--- src/rtl/xfer_count_irq.sv ---
module xfer_count_irq #(
  parameter int CW = 16,
  parameter int SW = 10
) (
  input  logic          clk,
  input  logic          rst_n,
  input  logic [7:0]    reg_cmd,
  input  logic          reg_wr,
  input  logic [CW-1:0] reg_wdata,
  output logic [CW-1:0] reg_rdata,
  input  logic          byte_stb,
  output logic          buf_upd,
  output logic          irq
);
  localparam logic [6:0] A_GEN = 7'h20;
  localparam logic [6:0] A_CTL = 7'h21;
  localparam logic [6:0] A_CNT = 7'h22;
  localparam logic [6:0] A_REM = 7'h23;
  localparam logic [6:0] A_STS = 7'h24;
  localparam logic [6:0] A_ENA = 7'h25;
  localparam int EOT_BIT = 2;

  logic [CW-1:0] cnt, rem;
  logic [SW-1:0] sts, ena, sts_set, sts_clr;
  logic          gen, active;

  wire       wr_hit = reg_wr & reg_cmd[7];
  wire [6:0] addr   = reg_cmd[6:0];
  wire       arm    = wr_hit && addr == A_CTL && reg_wdata[7];
  wire       eot    = active && rem == '0;

  assign buf_upd = eot;
  assign irq     = gen & |(sts & ena);

  always_comb begin
    sts_set          = '0;
    sts_set[EOT_BIT] = eot;
    sts_clr          = (wr_hit && addr == A_STS) ? reg_wdata[SW-1:0] : '0;
  end

  always_ff @(posedge clk) begin
    if (!rst_n) begin
      cnt    <= '0;
      rem    <= '0;
      sts    <= '0;
      ena    <= '0;
      gen    <= 1'b0;
      active <= 1'b0;
    end else begin
      if (wr_hit && addr == A_CNT) cnt <= reg_wdata;
      if (wr_hit && addr == A_GEN) gen <= reg_wdata[0];
      if (wr_hit && addr == A_ENA) ena <= reg_wdata[SW-1:0];
      if (arm) begin
        rem    <= cnt;
        active <= 1'b1;
      end else if (eot) begin
        active <= 1'b0;
      end else if (active && byte_stb) begin
        rem <= rem - 1'b1;
      end
      sts <= (sts & ~sts_clr) | sts_set;
    end
  end

  always_comb begin
    reg_rdata = '0;
    if (!reg_cmd[7]) begin
      case (addr)
        A_GEN:   reg_rdata[0] = gen;
        A_CTL:   reg_rdata[7] = active;
        A_CNT:   reg_rdata = cnt;
        A_REM:   reg_rdata = rem;
        A_STS:   reg_rdata[SW-1:0] = sts;
        A_ENA:   reg_rdata[SW-1:0] = ena;
        default: reg_rdata = '0;
      endcase
    end
  end
endmodule

--- config.mk ---
export PLATFORM = sky130hd
export DESIGN_NAME = xfer_count_irq
export DESIGN_NICKNAME = d
export VERILOG_FILES = /design/src/rtl/xfer_count_irq.sv
export SDC_FILE = /design/constraint.sdc
export NUM_CORES = 1
export LEC_CHECK = 0
export BUFFER_PORTS_ARGS = -buffer_cell sky130_fd_sc_hd__buf_2
export CORE_MARGIN = 3
export CORE_UTILIZATION = 61
export DETAILED_ROUTE_END_ITERATION = 8
export PLACE_DENSITY = 0.85
export SLEW_MARGIN = 20
export SYNTH_ARGS = -nofsm -noshare
export SYNTH_HDL_FRONTEND = slang
export SYNTH_SLANG_ARGS = --single-unit
--- constraint.sdc ---
create_clock -name clk -period 3.8 [get_ports clk]
set_clock_uncertainty 0.1 [all_clocks]
set_input_delay 0.76 -clock clk [delete_from_list [all_inputs] [get_ports clk]]
set_output_delay 0.76 -clock clk [all_outputs]
set_load 0.1 [all_outputs]
## Yosys cells after proc, flatten, opt, wreduce, memory -nomap -nowiden

Cells that the tools add are included.
Widths: inputs -> output; s select.

- Register bits: 54
- Input bits: 28
- Logic and storage cells: 45

- Add/subtract/negate cells: 1
- Equality and inequality tests: 7
- Muxes and demuxes: 12
- Bitwise logic cells: 6
- Reductions and logical operators: 13

Operator list:

| kind | count |
|---|---|
| $mux 16 | 4 |
| $eq 7x6->1 const B | 6 |
| $pmux 6 s4 | 1 |
| $and 10x10->10 | 2 |
| $logic_not 16->1 | 1 |
| $sub 16x1->16 const B | 1 |
| $pmux 6 s2 | 1 |
| $mux 10 | 1 |
| $not 10->10 | 1 |
| $or 10x3->10 | 1 |
| $pmux 1 s5 | 2 |
| $reduce_or 10->1 | 1 |
| $logic_and 1x1->1 | 8 |
| $pmux 2 s4 | 1 |
| $reduce_bool 2->1 | 2 |
| $and 1x1->1 | 2 |
| $mux 1 | 2 |
| $ne 2x1->1 const B | 1 |
| $reduce_and 2->1 | 1 |

## Longest topological paths before layout

Gate-level depths: netlist (run 1).

- Depth after elaboration: 6
- Gate-level depth with buffers: 7

## Worst setup path after synthesis (run 1)

Ideal clock, no wire load.

- Path type: input port to output port
- From: input reg_cmd[2]
- To: output reg_rdata[7]
- Data arrival time: 4421 ps
- Data required time: 2940 ps
- Path slack: -1481 ps
- Cell stages on the path: 4
- Path buffers: 0
- Cells stage by stage: or4b_2 -> nor3b_1 -> a22oi_1 -> a311oi_1

- Longest elaborated chain between the ends: 3

Ends and longest elaborated chain:

| item | RTL line | source |
|---|---|---|
| from (decl) | 7 | `input logic [7:0] reg_cmd,` |
| $eq 7x6->1 | 68 | `case (addr)` |
| $pmux 1 s5 (*) | 68 |  |
| $mux 16 (*) | 67 | `if (!reg_cmd[7]) begin` |
| to (decl) | 10 | `output logic [CW-1:0] reg_rdata,` |

Mark *: on every way between the ends. The rest lies on a longest branch, timed or not.

## Worst setup path in the final report (run 1)

Same ends and word-level chain as after synthesis.

==> results of run 1 <==
metal layers:
metal  up-vias  routed length [µm]  track usage (%)
met5         -                   0                0
met4         0                 105             9.68
met3        11                 373             5.61
met2        91                3480             44.9
met1      1298                3100             33.7
li1       1308                   -                -
critical path: stages:
cell and delay (ps):
buf_2 130, or4b_2 680, nor3b_1 420, a22oi_1 210, a311oi_4 320, buf_12 210
cells in the mapped netlist (3+ instances only):
library cell	count
inv_1	5
nand2b_1	3
a31oi_1	13
a221oi_1	3
nor3_1	4
nor2_1	18
nor2b_1	26
o31ai_1	4
or4_1	9
and4_1	4
mux2i_1	48
dfxtp_1	54
a21oi_1	9
nand4_1	3
or3_2	3
o21ai_0	22
nand2_1	12
nor4_1	8
o22a_1	8
or3_1	7
clkbuf_1	18
a211oi_1	4
a21boi_0	3
nand3_1	5
registers in the layout, summed over array words and instances (netlist names):
signal / flops
cnt: 16
rem: 16
ena: 10
sts: 10
active: 1
gen: 1
cells by family (layout without fill, tap and decap cells):
family	Yosys count	count (layout)	share of synthesized area, %
muxes	50	50	17.3
and+or+nand+nor	116	116	24.0
adders and majority gates	1	1	0.431
DFF	54	54	37.2
buffers and inverters	25	64	3.27
AOI/OAI and AO/OA	78	78	17.8
metrics by stage:
stage                     worst slack (ps)  TNS (ps)  total power [µW]  utilization [%]
after floorplan                       -326     -1960               620                -
after global placement                 253         0               650             74.6
after detailed placement               206         0               651             74.6
after CTS                              205         0               997             76.9
after global routing                  50.8         0              1020             76.9
final                                  203         0               988             76.9
where the power goes:
group	switching, µW	internal [µW]
Combinational	41.1	30.5
Sequential	0.607	566
Clock	183	167
Total	225	763
layout make-up:
cell class	instances	area, µm²	area share (%)
Timing Repair Buffer	51	403	11.7
Sequential cell	54	1080	31.4
Clock buffer	7	96.3	2.80
Tap cell	52	65.1	1.89
Multi-Input combinational cell	245	1770	51.4
Inverter	5	18.8	0.545
Clock inverter	1	8.76	0.255
worst max-delay path by stage:
stage / startpoint / endpoint / slack, ps
floorplan: reg_cmd[2] / reg_rdata[10] / -330
global placement: reg_cmd[2] / reg_rdata[7] / 250
detailed placement: reg_cmd[2] / reg_rdata[12] / 210
CTS: reg_cmd[2] / reg_rdata[12] / 210
global route: reg_cmd[2] / reg_rdata[12] / 50
finish: reg_cmd[2] / reg_rdata[7] / 200
==> flow_summary.yaml, run 1 <==
synth:
  syn-num-nets: 353
  ys_async_sr_fraction_pct: 0
  synth-main-ff-cell: "dfxtp_1"
  yosysSeqAreaShare_pct: 37.2
  syn_inst: 324
  synth_area_um2: 2900
  synth_edf_count: 0
  synth_seq_cells: 54
  synthTopCellsByArea: "dfxtp_1 37%, mux2i_1 17%, nor2b_1 5.6%"
  syn_avg_cell_area_um2: 8.96
  synth_top_area_share_pct: 37.2
  synth_top_area_cell: "dfxtp_1"
  synth.distinct_cells: 49
  ys_warn_count: 0
timing:
  slew_headroom_pct: 45.0
  worst_slew_pin_slew_ps: 817
  finalMaxSlewViolations: 0
  rsz0062_at_grt: "false"
  hold_viol_final: 0
  fin_crit_ps: 3600
  fmax_ghz: 0.278
  setup_viol: 0
  period_share_pct: 94.7
  whs_ps: 359
pwr:
  p_leak_uw: 0.00145
  peakVddDrop_v: 0.000374
  power_density_nw_per_um2: 287
global_routing:
  grt_antenna_before_repair: 0
  grt_pass1_wl_mm: 11.5
  grt_pass1_vias: 2455
  track_usage_pct: 26.7
  grt_max_degree: 57
  grt_overflow_total: 0
job:
  cap_violations: 0
floorplan:
  die_area_um2: 5620
  start_util_pct: 64.9
  rows: 24
  core_area_um2: 4470
  die_h_um: 75.0
  io_pins: 46
  die_w_um: 75.0
clocking:
  clockBufferDepth: 2
  cts-htree-levels: 2
  clk_latency_ps: 310
  cts.hold.buffers_added: 0
  cts_buffers: 5
  cts_root_buf: "clkbuf_8"
  clock-sinks: 54
  cts_resized: 0
  cts_tree: "yes"
  post-cts-setup-buffers: 0
  cts.clk_slew.worst_paths_ps: 90
setup_path:
  reg2reg_from: "rem[7]"
  critPathMaxFanout: 6
  r2r_cells: 4
  arrival_ps: 2740
  cp-end-kind: "primary output"
  cp.required_ps: 2940
  r2r-end: "rem[12]"
  ff2ff_setup_slack_ps: 1260
  start_kind: "input pin"
  critPathKind: "in2out"
final_layout:
  layout-area-overhead-vs-synth_pct: 18.5
  drive_gt1_share_pct: 21.5
  nets: 391
  final_area_um2: 3440
  layout_common_cells: "54 x dfxtp_1, 48 x mux2i_1, 37 x buf_2"
  instances_no_fill: 415
  layout_commonest_cell: "dfxtp_1"
  fillers: 321
  insertedDiodeCount: 0
detailed_routing:
  wirelength_mm: 7.07
  firstDrtPassIters: 6
  drtAntennaViolNets: 0
  post-route-drc-count: 0
  num_vias: 2708
  avgViaCountPerCell: 6.53
  post_drt_wl_per_cell_um: 17.0
  drt_iter0_markers: 159
min_path:
  hold_path_class: "reg2reg"
  holdPathEnd: "sts[1]"
  min_delay_path_depth: 2
  worstHoldStart: "sts[1]"
status:
  status: "finished clean"
placed_design:
  gp_congestion: 0.839
  placed_area_um2: 3340
  dpl.hpwl_mm: 4.99
  port-buffer-count: 45
  place_inst: 407
Note: power is estimated with default switching activity, not from simulation.
==> run 2: changes to the inputs <==
--- a/config.mk
+++ b/config.mk
@@ -10,6 +10,7 @@
 export CORE_UTILIZATION = 61
 export DETAILED_ROUTE_END_ITERATION = 8
 export PLACE_DENSITY = 0.85
+export RECOVER_POWER = 25
 export SLEW_MARGIN = 20
 export SYNTH_ARGS = -nofsm -noshare
 export SYNTH_HDL_FRONTEND = slang
==> flow_summary.yaml, run 2 (synthesis gave the netlist of run 1 again) <==
detailed_routing:
  firstDrtPassIters: 5
  post-route-drc-count: 0
  avgViaCountPerCell: 6.50
  post_drt_wl_per_cell_um: 17.1
  wirelength_mm: 7.09
  drtAntennaViolNets: 0
  num_vias: 2699
  drt_iter0_markers: 157
clocking:
  cts_resized: 0
  cts.hold.buffers_added: 0
  clockBufferDepth: 2
  clock-sinks: 54
  cts_root_buf: "clkbuf_8"
  cts_buffers: 5
  cts_tree: "yes"
  cts-htree-levels: 2
  post-cts-setup-buffers: 0
  clk_latency_ps: 310
  cts.clk_slew.worst_paths_ps: 90
timing:
  worst_slew_pin_slew_ps: 816
  setup_viol: 0
  fmax_ghz: 0.278
  whs_ps: 360
  hold_viol_final: 0
  period_share_pct: 94.6
  fin_crit_ps: 3600
  slew_headroom_pct: 45.1
  rsz0062_at_grt: "false"
  finalMaxSlewViolations: 0
final_layout:
  nets: 391
  fillers: 322
  drive_gt1_share_pct: 20.9
  largestRegisters: "cnt: 16 flops, rem: 16 flops"
  insertedDiodeCount: 0
  layout_common_cells: "54 x dfxtp_1, 48 x mux2i_1, 36 x buf_2"
  layout-area-overhead-vs-synth_pct: 18.3
  final_area_um2: 3440
  layout_commonest_cell: "dfxtp_1"
setup_path:
  critPathKind: "in2out"
  start_kind: "input pin"
  critPathMaxFanout: 6
  arrival_ps: 2740
  cp-end-kind: "primary output"
  cp.required_ps: 2940
  ff2ff_setup_slack_ps: 1260
placed_design:
  gp_congestion: 0.839
  port-buffer-count: 45
  placed_area_um2: 3340
  dpl.hpwl_mm: 4.99
global_routing:
  grt_max_degree: 57
  track_usage_pct: 26.7
  grt_pass1_vias: 2455
  grt_antenna_before_repair: 0
  grt_overflow_total: 0
  grt_pass1_wl_mm: 11.5
floorplan:
  die_w_um: 75.0
  io_pins: 46
  die_h_um: 75.0
  rows: 24
  die_area_um2: 5620
  start_util_pct: 64.9
  core_area_um2: 4470
job:
  cap_violations: 0
status:
  status: "finished clean"
pwr:
  peakVddDrop_v: 0.000376
  power_density_nw_per_um2: 288
  p_leak_uw: 0.00144
min_path:
  hold_path_class: "reg2reg"
==> run 2: cell types whose count changed in the layout (fill, tap and decap cells not counted), sizes merged <==
| cell | delta |
|---|---|
| buf | -2 |
| clkbuf | +2 |
==> run 2: area by class of cell <==
| type | count | area (µm²) | share of cell area (%) |
|---|---|---|---|
| Multi-Input combinational cell | 245 | 1770 | 51.5 |
| Inverter | 5 | 18.8 | 0.546 |
| Tap cell | 52 | 65.1 | 1.89 |
| Timing Repair Buffer | 51 | 398 | 11.6 |
| Sequential cell | 54 | 1080 | 31.5 |
| Clock buffer | 7 | 96.3 | 2.80 |
| Clock inverter | 1 | 8.76 | 0.255 |
==> run 2: metal layers <==
| metal | global-route usage (%) | wire (µm) | vias to the layer above |
|---|---|---|---|
| met2 | 44.9 | 3460 | 102 |
| met3 | 5.61 | 430 | 15 |
| met5 | 0 | 0 | - |
| met4 | 9.68 | 112 | 0 |
| met1 | 33.7 | 3090 | 1277 |
| li1 | - | - | 1305 |
==> run 2: path summary, 6_finish.rpt <==
| path | to | start | depth (start not counted) |
|---|---|---|---|
| max | reg_rdata[7] | reg_cmd[2] | 6 |
| min reg2reg | sts[1] | sts[1] | 2 |
| max reg2reg | rem[12] | rem[7] | 4 |
| min | sts[1] | sts[1] | 2 |
==> run 2: where the power goes <==
group          internal (µW)  total, µW  switching [µW]
clock network            167        352             185
logic                   30.5       71.7            41.2
registers                566        566           0.606
==> run 2: metrics by stage <==
step | setup TNS, ps | utilization [%] | total power [µW] | cells | setup slack [ps]
detailed placement | 0 | 74.6 | 651 | 407 | 206
global route | 0 | 76.8 | 1020 | 415 | 50.8
floorplan | -1960 | - | 620 | 324 | -326
global placement | 0 | 74.6 | 650 | 407 | 253
finish | 0 | 76.8 | 990 | 415 | 204
CTS | 0 | 76.9 | 997 | 415 | 205
==> run 2: critical path, cell delays in order <==
cell,delay (ps)
buf_2,130
or4b_2,680
nor3b_1,420
a22oi_1,210
a311oi_4,320
buf_12,210
